<file path="config.mk">
export PLATFORM = sky130hd
export DESIGN_NAME = bus_fault_responder
export DESIGN_NICKNAME = d
export VERILOG_FILES = /design/src/rtl/bfr_pkg.sv /design/src/rtl/bfr_region_match.sv /design/src/rtl/bfr_resp_fsm.sv /design/src/rtl/bfr_fault_log.sv /design/src/rtl/bus_fault_responder.sv
export SDC_FILE = /design/constraint.sdc
export NUM_CORES = 1
export LEC_CHECK = 0
export ABC_AREA = 1
export BUFFER_PORTS_ARGS = -buffer_cell sky130_fd_sc_hd__buf_2
export CORE_ASPECT_RATIO = 1.2
export CORE_MARGIN = 2
export CORE_UTILIZATION = 47
export DETAILED_ROUTE_END_ITERATION = 8
export PLACE_DENSITY = 0.79
export SYNTH_ARGS = -nofsm -noshare
export SYNTH_HDL_FRONTEND = slang
export SYNTH_SLANG_ARGS = --single-unit
</file>
<file path="constraint.sdc">
create_clock -name clk -period 1.51 [get_ports clk]
set_clock_uncertainty 0.2 [all_clocks]
set_input_delay 0.302 -clock clk [delete_from_list [all_inputs] [get_ports clk]]
set_output_delay 0.302 -clock clk [all_outputs]
set_load 0.02 [all_outputs]
</file>
<file path="src/rtl/bfr_pkg.sv">
package bfr_pkg;

  typedef enum logic [1:0] {
    FC_NONE     = 2'b00,
    FC_UNMAPPED = 2'b01,
    FC_SECURE   = 2'b10,
    FC_SIZE     = 2'b11
  } fault_cls_e;

  typedef enum logic [1:0] {
    RS_IDLE     = 2'b00,
    RS_ERR_WAIT = 2'b01,
    RS_ERR_DONE = 2'b10
  } rsp_st_e;

  typedef struct packed {
    logic       nonsec;
    logic       write;
    logic [2:0] size;
  } xfer_attr_t;

endpackage

</file>
<file path="src/rtl/bfr_region_match.sv">
module bfr_region_match
  import bfr_pkg::*;
#(
  parameter int AW   = 32,
  parameter int NREG = 4,
  parameter logic [NREG-1:0][AW-1:0] RGN_BASE   = '0,
  parameter logic [NREG-1:0][AW-1:0] RGN_MASK   = '0,
  parameter logic [NREG-1:0]         RGN_SECURE = '0,
  parameter logic [NREG-1:0][2:0]    RGN_MAXSZ  = '0
) (
  input  logic [AW-1:0] addr,
  input  logic [2:0]    size,
  input  logic          nonsec,
  output fault_cls_e    cls
);

  localparam int IDXW = (NREG > 1) ? $clog2(NREG) : 1;

  logic [NREG-1:0] match;
  logic            hit;
  logic [IDXW-1:0] hit_idx;

  // One comparator per region.
  for (genvar g = 0; g < NREG; g++) begin : g_rgn
    assign match[g] = ((addr & RGN_MASK[g]) == RGN_BASE[g]);
  end

  // Walk from the top index down so the lowest matching index is left in hit_idx.
  always_comb begin
    hit     = 1'b0;
    hit_idx = '0;
    for (int i = NREG - 1; i >= 0; i--) begin
      if (match[i]) begin
        hit     = 1'b1;
        hit_idx = IDXW'(i);
      end
    end
  end

  // The security rule is checked before the size rule.
  always_comb begin
    if (!hit)                                  cls = FC_UNMAPPED;
    else if (RGN_SECURE[hit_idx] && nonsec)    cls = FC_SECURE;
    else if (size > RGN_MAXSZ[hit_idx])        cls = FC_SIZE;
    else                                       cls = FC_NONE;
  end

endmodule

</file>
<file path="src/rtl/bfr_resp_fsm.sv">
module bfr_resp_fsm
  import bfr_pkg::*;
(
  input  logic clk,
  input  logic rst_n,
  input  logic take_err,
  output logic hreadyout,
  output logic hresp
);

  rsp_st_e st_q, st_d;

  always_comb begin
    st_d = st_q;
    unique case (st_q)
      RS_IDLE:     if (take_err) st_d = RS_ERR_WAIT;
      RS_ERR_WAIT: st_d = RS_ERR_DONE;
      RS_ERR_DONE: st_d = take_err ? RS_ERR_WAIT : RS_IDLE;
      default:     st_d = RS_IDLE;
    endcase
  end

  always_ff @(posedge clk or negedge rst_n) begin
    if (!rst_n) st_q <= RS_IDLE;
    else        st_q <= st_d;
  end

  assign hresp     = (st_q == RS_ERR_WAIT) || (st_q == RS_ERR_DONE);
  assign hreadyout = (st_q != RS_ERR_WAIT);

  // the wait cycle of an ERROR is always followed by the completing cycle.
  assert_err_second_R2: assert property (@(posedge clk) disable iff (!rst_n)
    (hresp && !hreadyout) |=> (hresp && hreadyout));

  // a completing ERROR cycle always has a wait cycle right before it.
  assert_err_first_R2: assert property (@(posedge clk) disable iff (!rst_n)
    (hresp && hreadyout) |-> $past(hresp && !hreadyout));

  // hreadyout never goes low without an ERROR showing.
  assert_wait_only_err_R2: assert property (@(posedge clk) disable iff (!rst_n)
    !hreadyout |-> hresp);

endmodule

</file>
<file path="src/rtl/bfr_fault_log.sv">
module bfr_fault_log
  import bfr_pkg::*;
#(
  parameter int AW = 32
) (
  input  logic          clk,
  input  logic          rst_n,
  input  logic          log_en,
  input  fault_cls_e    cls_in,
  input  logic [AW-1:0] addr_in,
  input  xfer_attr_t    attr_in,
  input  logic          clear,
  output logic          valid_q,
  output fault_cls_e    cls_q,
  output logic [AW-1:0] addr_q,
  output xfer_attr_t    attr_q,
  output logic          ovf_q
);

  // The record is free to take a new fault when it is empty or being cleared.
  logic room;
  assign room = !valid_q || clear;

  always_ff @(posedge clk or negedge rst_n) begin
    if (!rst_n) begin
      valid_q <= 1'b0;
      cls_q   <= FC_NONE;
      addr_q  <= '0;
      attr_q  <= '0;
      ovf_q   <= 1'b0;
    end else if (log_en && room) begin
      valid_q <= 1'b1;
      cls_q   <= cls_in;
      addr_q  <= addr_in;
      attr_q  <= attr_in;
      ovf_q   <= 1'b0;
    end else if (log_en) begin
      ovf_q   <= 1'b1;
    end else if (clear) begin
      valid_q <= 1'b0;
      cls_q   <= FC_NONE;
      ovf_q   <= 1'b0;
    end
  end

  // a fault that arrives while the record is full leaves it unchanged and raises overflow.
  assert_keep_first_R8: assert property (@(posedge clk) disable iff (!rst_n)
    (valid_q && log_en && !clear) |=> ($stable(addr_q) && $stable(cls_q) && ovf_q));

  // a clear pulse with no new fault empties the record.
  assert_clear_empties_R9: assert property (@(posedge clk) disable iff (!rst_n)
    (clear && !log_en) |=> (!valid_q && !ovf_q));

  // an empty record always reads class none.
  assert_empty_none_R9: assert property (@(posedge clk) disable iff (!rst_n)
    !valid_q |-> (cls_q == FC_NONE));

endmodule

</file>
<file path="src/rtl/bus_fault_responder.sv">
module bus_fault_responder
  import bfr_pkg::*;
#(
  parameter int AW   = 32,
  parameter int NREG = 4,
  parameter logic [NREG-1:0][AW-1:0] RGN_BASE =
    {32'h2000_0000, 32'h2000_0000, 32'h1000_0000, 32'h0000_0000},
  parameter logic [NREG-1:0][AW-1:0] RGN_MASK =
    {32'hF000_0000, 32'hFFFF_0000, 32'hFFFF_F000, 32'hFFFF_0000},
  parameter logic [NREG-1:0]         RGN_SECURE = 4'b0010,
  parameter logic [NREG-1:0][2:0]    RGN_MAXSZ  = {3'd2, 3'd0, 3'd2, 3'd2}
) (
  input  logic          clk,
  input  logic          rst_n,
  input  logic [1:0]    htrans,
  input  logic [AW-1:0] haddr,
  input  logic [2:0]    hsize,
  input  logic          hwrite,
  input  logic          hnonsec,
  input  logic          hready,
  output logic          hreadyout,
  output logic          hresp,
  input  logic          flt_clear,
  output logic          flt_valid,
  output logic [1:0]    flt_class,
  output logic [AW-1:0] flt_addr,
  output logic [2:0]    flt_size,
  output logic          flt_write,
  output logic          flt_nonsec,
  output logic          flt_overflow
);

  fault_cls_e cls_now;
  fault_cls_e cls_log;
  xfer_attr_t attr_now;
  xfer_attr_t attr_log;
  logic       accept;
  logic       take_err;
  logic       unused_htrans0;

  // htrans[1] alone tells an active transfer (NONSEQ or SEQ) from IDLE or BUSY.
  assign unused_htrans0 = htrans[0];
  assign accept   = hready && htrans[1];
  assign take_err = accept && (cls_now != FC_NONE);
  assign attr_now = '{nonsec: hnonsec, write: hwrite, size: hsize};

  bfr_region_match #(
    .AW(AW), .NREG(NREG),
    .RGN_BASE(RGN_BASE), .RGN_MASK(RGN_MASK),
    .RGN_SECURE(RGN_SECURE), .RGN_MAXSZ(RGN_MAXSZ)
  ) u_match (
    .addr   (haddr),
    .size   (hsize),
    .nonsec (hnonsec),
    .cls    (cls_now)
  );

  bfr_resp_fsm u_resp (
    .clk       (clk),
    .rst_n     (rst_n),
    .take_err  (take_err),
    .hreadyout (hreadyout),
    .hresp     (hresp)
  );

  bfr_fault_log #(.AW(AW)) u_log (
    .clk     (clk),
    .rst_n   (rst_n),
    .log_en  (take_err),
    .cls_in  (cls_now),
    .addr_in (haddr),
    .attr_in (attr_now),
    .clear   (flt_clear),
    .valid_q (flt_valid),
    .cls_q   (cls_log),
    .addr_q  (flt_addr),
    .attr_q  (attr_log),
    .ovf_q   (flt_overflow)
  );

  assign flt_class  = cls_log;
  assign flt_size   = attr_log.size;
  assign flt_write  = attr_log.write;
  assign flt_nonsec = attr_log.nonsec;

  // an accepted active transfer that decodes as unmapped opens an ERROR next cycle.
  assert_unmapped_err_R1: assert property (@(posedge clk) disable iff (!rst_n)
    (accept && cls_now == FC_UNMAPPED) |=> (hresp && !hreadyout));

  // an accepted IDLE or BUSY phase is answered OKAY with no wait.
  assert_idle_okay_R7: assert property (@(posedge clk) disable iff (!rst_n)
    (hready && !htrans[1]) |=> (!hresp && hreadyout));

  // a legal active transfer leaves the fault record untouched.
  assert_legal_nolog_R7: assert property (@(posedge clk) disable iff (!rst_n)
    (accept && cls_now == FC_NONE && !flt_clear) |=> ($stable(flt_valid) && $stable(flt_overflow)));

endmodule

</file>
==> impl_metrics.env, run 1 <==
export IMPL_portBuffers=84
export IMPL_slowest_delay_ps=280
export IMPL_grt_overflow=0
export IMPL_grt_max_degree=44
export IMPL_syn_inst=231
export IMPL_rsz0062_at_grt="true"
export IMPL_synth_top_cell_area_share_pct=52.6
export IMPL_ys_seq_area_share_pct=52.6
export IMPL_yosysUniqueCellTypes=19
export IMPL_synth_nets=280
export IMPL_crit_type="input port to register"
export IMPL_postSynthRegisterBits=43
export IMPL_worstHoldPathType="input port to register"
export IMPL_cp_required_ps=1500
export IMPL_cts_path_max_buffers=2
export IMPL_synth_warnings=0
export IMPL_fin_crit_sh_pct=143
export IMPL_critical_path_arrival_ps=2160
export IMPL_max_freq_mhz=462
export IMPL_fillers=208
export IMPL_drtIter0Drc=66
export IMPL_cts_made_buffers=5
export IMPL_finalWorstSetupSlack_ps=-654
export IMPL_period_needed_ps=2160
export IMPL_vias=2041
export IMPL_synthTopCellsByArea="dfrtp_1 (53%), nand2_1 (12%), inv_1 (7.2%), o21ai_2 (6.9%), o21ai_0 (4.7%)"
export IMPL_tightest_slew_ps=319
export IMPL_final_nets=409
export IMPL_final_hold_viol_count=0
export IMPL_setup_viol=45
export IMPL_dieArea_mm2=0.00490
export IMPL_layout_commonest_cell="buf_2"
export IMPL_relSlewSlack_pct=78.7
export IMPL_violations="setup timing"
export IMPL_worstPathMaxFanout=8
export IMPL_syn_area_mm2=0.00204
export IMPL_globalplace_congestion=0.822
export IMPL_start_util_pct=48.3
export IMPL_drv_slew=0
export IMPL_endpoint_kind="register"
export IMPL_drt_wl_total_um=6140
export IMPL_powerDensity_mw_per_mm2=1110
export IMPL_synth_area_leader_cell="dfrtp_1"
export IMPL_fin_area_mm2=0.00364
export IMPL_grt_pass1_wl_um=9030
export IMPL_p_leak_uw=0.00196
export IMPL_die_height_um=76.3
export IMPL_clk_pin_slew_ps=80
export IMPL_fp_row_count=26
export IMPL_run_status="finished, violations left"
export IMPL_final_util_pct=86.2
export IMPL_critPathSlowestCell="ha_1"
export IMPL_core_region_area_mm2=0.00423
export IMPL_clk_latency_ps=290
export IMPL_fin_tns_setup_ps=-27030
export IMPL_post_synth_cell_area_avg_um2=8.85
export IMPL_drcViolationCount=0
export IMPL_avgViaCountPerCell=4.89
export IMPL_cts_tree="yes"
export IMPL_die_w_um=64.2
export IMPL_ant_nets=0
export IMPL_placed_area_mm2=0.00273
export IMPL_track_usage_pct=23.5
export IMPL_avgRoutedWirePerCell_um=14.7
export IMPL_cp_cell_sequence="buf_2 -> inv_1 -> nand3_1 -> nor2_2 -> nand2_1 -> ha_1 -> inv_1 -> nor2_1 -> o21ai_1 -> nor2_1 -> nand2_2 -> nand3_4 -> buf_6 -> buf_12 -> nand2_4 -> o21ai_2"
export IMPL_ir_drop_mv=0.919
export IMPL_pin_count=86
export IMPL_cp_start_kind="input port"
export IMPL_antenna_found_initial=0
export IMPL_area_growth_pct=78.2
export IMPL_grt_pass1_vias=2016
export IMPL_ctsHtreeMaxLevel=2
export IMPL_clkSinkCount=43
export IMPL_diodes=0
export IMPL_dp_hpwl_um=3110
export IMPL_maxCapViolations=0
export IMPL_cts_root_buf="clkbuf_8"
export IMPL_mostFrequentLayoutCells="buf_2 (72), dfrtp_1 (42), nand2_4 (30)"
export IMPL_drive_gt1_share_pct=64.8
export IMPL_p_total_uw=4030
export IMPL_drtPass1Iterations=4
[worst paths after layout]
path	from	endpoint	slack [ps]	cells past startpoint
max in group asynchronous	rst_n	u_resp.st_q[0]	590	3
min in group asynchronous	rst_n	u_log.addr_q[5]	310	3
max reg2reg	u_log.valid_q	u_log.addr_q[24]	10	6
min reg2reg	u_log.addr_q[7]	u_log.addr_q[7]	290	2
min	hwrite	u_log.attr_q[3]	30	3
max	haddr[28]	u_log.addr_q[24]	-650	16
[where the power goes]
part	switching [µW]	leakage (µW)	internal [µW]
sequential	187	0.000535	1340
clock	413	0.0000612	536
combinational	809	0.00137	744
[synth_stat cells]
library cell and number:
nand2_1 65, dfrtp_1 43, inv_1 39, o21ai_0 19
o21ai_2 16, inv_2 7, nand3_1 7, ha_1 6
nor2_1 5, nor2_2 5, o21ai_1 5, buf_8 4
buf_2 2, nand2_2 2, nand4_1 2, buf_4 1
clkbuf_1 1, nand3_4 1, o21bai_1 1
[metal layers]
metal	track usage, %	share of wire, %	up-vias
met3	5.47	5.3	19
met2	44.0	56	69
met1	25.2	36	982
met5	0	0	-
li1	-	-	971
met4	8.51	2.9	0
[registers in the layout, indices dropped and copies added, names as in the netlist]
signal / count
u_log.valid_q: 1
u_log.ovf_q: 1
u_log.cls_q: 2
u_log.addr_q: 32
u_log.attr_q: 5
u_resp.st_q: 2
[critical path, delay by kind of cell]
family	cells	cell delay, ps
fa+ha+maj	1	280
buf+inv	5	570
simple gates	8	800
compound gates	2	200
[logic make-up after synthesis]
group           after synthesis  synth area share [%]
compound gates               41                  13.1
buf+inv                      54                  12.4
flops                        43                  52.6
fa+ha+maj                     6                  3.67
simple gates                 87                  18.2
[what timing repair did]
action,in CTS,in global routing
buffers inserted,13,6
resized for setup,86,50
pin swaps,8,12
hold endpoints to repair,43,0
endpoints found under the setup margin,45,45
hold buffers,1,0
cloned,7,1
[area by class of cell]
class / count / area, µm² / share of cell area (%)
Multi-Input combinational cell: 134 / 1060 / 29.1
Timing Repair Buffer: 130 / 1070 / 29.5
Clock inverter: 2 / 35.0 / 0.962
Clock buffer: 6 / 82.6 / 2.27
Sequential cell: 43 / 1080 / 29.6
Tap cell: 56 / 70.1 / 1.92
Inverter: 46 / 243 / 6.66
[metrics by stage]
step	instances	setup WS (ps)	hold WS [ps]
6_report	417	-654	26.3
3_5_place_dp	382	-892	99.3
5_1_grt	417	-774	27.8
3_3_place_gp	382	-823	96.3
2_1_floorplan	231	-585	-194
4_1_cts	411	-532	22.9
Note: power is estimated with default switching activity, not from simulation.
==> inputs of run 2 (changes only) <==
--- a/config.mk
+++ b/config.mk
@@ -6,12 +6,14 @@
 export NUM_CORES = 1
 export LEC_CHECK = 0
 export ABC_AREA = 1
-export BUFFER_PORTS_ARGS = -buffer_cell sky130_fd_sc_hd__buf_2
+export BUFFER_PORTS_ARGS = -buffer_cell sky130_fd_sc_hd__buf_4
+export CAP_MARGIN = 25
 export CORE_ASPECT_RATIO = 1.2
 export CORE_MARGIN = 2
 export CORE_UTILIZATION = 47
 export DETAILED_ROUTE_END_ITERATION = 8
 export PLACE_DENSITY = 0.79
+export SETUP_SLACK_MARGIN = 0.2
 export SYNTH_ARGS = -nofsm -noshare
 export SYNTH_HDL_FRONTEND = slang
 export SYNTH_SLANG_ARGS = --single-unit
==> impl_metrics.env, run 2 <==
export IMPL_first_error="[ERROR DPL-0038] Utilization greater than 100%, impossible to legalize"
export IMPL_run_status="stopped before the end"
export IMPL_synth_warnings=0
export IMPL_synth_top_cell_area_share_pct=52.6
export IMPL_placed_area_mm2=0.00297
export IMPL_yosysUniqueCellTypes=19
export IMPL_netlist_top_cells_count="nand2_1 (65), dfrtp_1 (43), inv_1 (39)"
export IMPL_synth_edf_count=0
export IMPL_globalplace_congestion=0.765
export IMPL_syn_area_mm2=0.00204
export IMPL_worst_endpoint="u_log.addr_q[9]$_DFFE_PN0N_/D"
export IMPL_cts_root_buf="clkbuf_8"
export IMPL_endpoint_type="register data pin"
export IMPL_die_height_um=76.3
export IMPL_ys_seq_area_share_pct=52.6
export IMPL_ctsHtreeMaxLevel=2
export IMPL_portBuffers=84
export IMPL_synthTopCellsByArea="dfrtp_1 (53%), nand2_1 (12%), inv_1 (7.2%), o21ai_2 (6.9%), o21ai_0 (4.7%)"
export IMPL_synth_nets=280
export IMPL_cts_made_buffers=5
export IMPL_dp_hpwl_um=3310
export IMPL_fp_row_count=26
export IMPL_grt_max_degree=44
export IMPL_cts_path_max_buffers=2
export IMPL_lastStage="5_1_grt"
export IMPL_start_util_pct=48.3
export IMPL_clkSinkCount=43
export IMPL_post_synth_cell_area_avg_um2=8.85
export IMPL_pin_count=86
export IMPL_syn_inst=231
export IMPL_die_w_um=64.2
export IMPL_postSynthRegisterBits=43
export IMPL_synth_flop_cell="dfrtp_1"
export IMPL_numPlacedInstances=386
export IMPL_synth_most_common_cell="nand2_1"
export IMPL_async_reset_ff_share_pct=100
export IMPL_synth_area_leader_cell="dfrtp_1"
run 2: cell counts after synthesis:
No cell type changed its count.
run 2: cell families after synthesis:
group | synth area share (%)
adders and majority gates | 3.67
DFF | 52.6
AOI/OAI and AO/OA | 13.1
and+or+nand+nor | 18.2
buffers and inverters | 12.4
run 2: per-stage QoR:
stage	TNS, ps	hold slack (ps)	setup WS (ps)
after CTS	-19640	47.8	-535
after global placement	-32770	125	-784
after detailed placement	-34890	128	-858
after floorplan	-23280	-194	-585
run 2: timing repair:
action	in CTS
cloned	2
resized for setup	79
setup endpoints to repair	86
pin swaps	1
hold buffers	1
endpoints found under the hold margin	43
setup buffers	30
==> inputs of run 3 (changes only) <==
--- a/config.mk
+++ b/config.mk
@@ -8,12 +8,10 @@
 export ABC_AREA = 1
 export BUFFER_PORTS_ARGS = -buffer_cell sky130_fd_sc_hd__buf_4
 export CAP_MARGIN = 25
-export CORE_ASPECT_RATIO = 1.2
 export CORE_MARGIN = 2
-export CORE_UTILIZATION = 47
+export CORE_UTILIZATION = 35
 export DETAILED_ROUTE_END_ITERATION = 8
-export PLACE_DENSITY = 0.79
-export SETUP_SLACK_MARGIN = 0.2
+export PLACE_DENSITY_LB_ADDON = 0.15
 export SYNTH_ARGS = -nofsm -noshare
 export SYNTH_HDL_FRONTEND = slang
 export SYNTH_SLANG_ARGS = --single-unit
==> impl_metrics.env, run 3 (synthesis gave the netlist of run 1 again) <==
export IMPL_p_seq_share_pct=37.3
export IMPL_ctsHtreeMaxLevel=2
export IMPL_dieArea_mm2=0.00647
export IMPL_die_height_um=80.4
export IMPL_worstPathMaxFanout=8
export IMPL_grt_overflow=0
export IMPL_grt_max_degree=44
export IMPL_avgRoutedWirePerCell_um=12.8
export IMPL_p_clk_share_pct=22.9
export IMPL_maxCapViolations=0
export IMPL_p_leak_uw=0.00199
export IMPL_fp_row_count=27
export IMPL_worstRegToRegCells=6
export IMPL_crit_type="input port to register"
export IMPL_ant_nets=0
export IMPL_cts_path_max_buffers=2
export IMPL_fillers=474
export IMPL_drive_gt1_share_pct=61.8
export IMPL_regToRegStartpoint="u_log.valid_q"
export IMPL_rsz0062_at_grt="true"
export IMPL_antenna_found_initial=0
export IMPL_diodes=0
export IMPL_cts_tree="yes"
export IMPL_reg2reg_to="u_log.addr_q[16]"
export IMPL_layout_commonest_cell="buf_4"
export IMPL_combPwrFrac_pct=39.7
export IMPL_grt_pass1_vias=1790
export IMPL_core_region_area_mm2=0.00557
export IMPL_clk_latency_ps=290
export IMPL_netSwitchingFraction_pct=33.0
export IMPL_period_needed_ps=2080
export IMPL_worstHoldPathType="input port to register"
export IMPL_powerDensity_mw_per_mm2=1080
export IMPL_die_w_um=80.4
export IMPL_drtIter0Drc=51
export IMPL_cp_start_kind="input port"
export IMPL_clkSinkCount=43
export IMPL_rrSetupSlack_ps=60
export IMPL_cts_made_buffers=5
export IMPL_p_total_uw=4040
export IMPL_internal_power_uw=2710
export IMPL_cp_required_ps=1500
export IMPL_drt_wl_total_um=5570
export IMPL_avgViaCountPerCell=4.42
export IMPL_ir_drop_mv=0.748
export IMPL_pin_count=86
export IMPL_fin_crit_sh_pct=138
export IMPL_place_ws_ps=-864
export IMPL_drv_slew=0
export IMPL_finalWorstSetupSlack_ps=-575
export IMPL_min_to="u_log.addr_q[18]"
export IMPL_run_status="finished, violations left"
export IMPL_setup_viol=45
export IMPL_max_freq_mhz=480
export IMPL_tightest_slew_ps=546
export IMPL_drtPass1Iterations=4
export IMPL_start_util_pct=36.7
export IMPL_largestRegisters="u_log.addr_q: 32 flops, u_log.attr_q: 5 flops"
export IMPL_cts_root_buf="clkbuf_8"
export IMPL_min_path_cells=3
export IMPL_vias=1927
export IMPL_mostFrequentLayoutCells="buf_4 (107), dfrtp_1 (42), nand2_1 (36)"
export IMPL_dp_hpwl_um=3370
export IMPL_largest_register_ffs=32
export IMPL_clk_pin_slew_ps=80
export IMPL_grt_pass1_wl_um=8340
export IMPL_drcViolationCount=0
export IMPL_min_from="haddr[18]"
export IMPL_power_switching_uw=1330
export IMPL_area_growth_pct=83.0
export IMPL_track_usage_pct=16.9
export IMPL_regMostFlops="u_log.addr_q"
export IMPL_violations="setup timing"
export IMPL_critical_path_arrival_ps=2080
export IMPL_final_nets=412
export IMPL_final_hold_viol_count=0
export IMPL_relSlewSlack_pct=63.6
export IMPL_globalplace_congestion=0.763
export IMPL_endpoint_kind="register"
export IMPL_portBuffers=84
==> run 3: per-stage QoR <==
stage          setup TNS (ps)  instance area, µm²  instances  hold WS (ps)  utilization [%]
2_1_floorplan          -23280                2140        231          -194                -
3_3_place_gp           -33590                2990        404           132             53.7
3_5_place_dp           -35100                2990        404           127             53.7
4_1_cts                -21290                3460        427          43.0             62.1
5_1_grt                -29030                3740        436          39.3             67.1
6_report               -23340                3740        436          43.7             67.1
==> run 3: worst max-delay path: stages <==
cell and delay (ps):
buf_6 100, inv_4 50, nand2_4 50, nor2_4 100
nand2_1 70, nor2_2 120, nand2_1 60, ha_1 260
inv_1 50, nor2_1 30, o21ai_1 150, nor2_1 70
nand2_2 90, nand3_4 100, buf_12 180, clkbuf_16 160
nand2_1 70, o21ai_2 50
==> run 3: repair_timing <==
item                                   CTS  global route
gates resized for setup                 54            44
setup endpoints to repair               45            45
gates cloned                             4             4
hold buffers                             1             0
setup buffers                           10             5
endpoints found under the hold margin   43             0
pin swaps                                1             8
==> run 3: how the worst max path moves through the flow <==
stage | start | to | slack (ps)
after floorplan | haddr[19] | u_log.addr_q[0] | -590
after global placement | haddr[19] | u_log.addr_q[8] | -820
after detailed placement | haddr[19] | u_log.addr_q[8] | -860
after CTS | haddr[19] | u_log.addr_q[26] | -540
after global routing | haddr[24] | u_log.addr_q[16] | -710
final | haddr[22] | u_log.addr_q[16] | -570
==> run 3: routing by layer <==
metal | part of all wire (%) | up-vias | wire, µm | global-route usage (%)
met4 | 0.75 | 0 | 42 | 5.59
met3 | 6.8 | 6 | 381 | 3.93
met5 | 0 | - | 0 | 0
li1 | - | 969 | - | -
met2 | 50 | 59 | 2810 | 27.5
met1 | 42 | 893 | 2340 | 22.1
==> run 3: layout make-up <==
class	count	area [µm²]	share of cell area [%]
timing repair buffer	133	1260	33.7
sequential	43	1080	28.8
multi-input combinational	134	956	25.5
inverter	46	240	6.42
tap	72	90.1	2.41
clock buffer	6	82.6	2.21
clock inverter	2	35.0	0.936
==> run 3: power groups by stage <==
stage	sequential [µW]	combinational [µW]	clock, µW
after floorplan	1690	442	0
after global placement	1490	1170	0
after detailed placement	1490	1190	0
after CTS	1470	1470	948
after global routing	1530	1750	1010
final	1510	1610	927
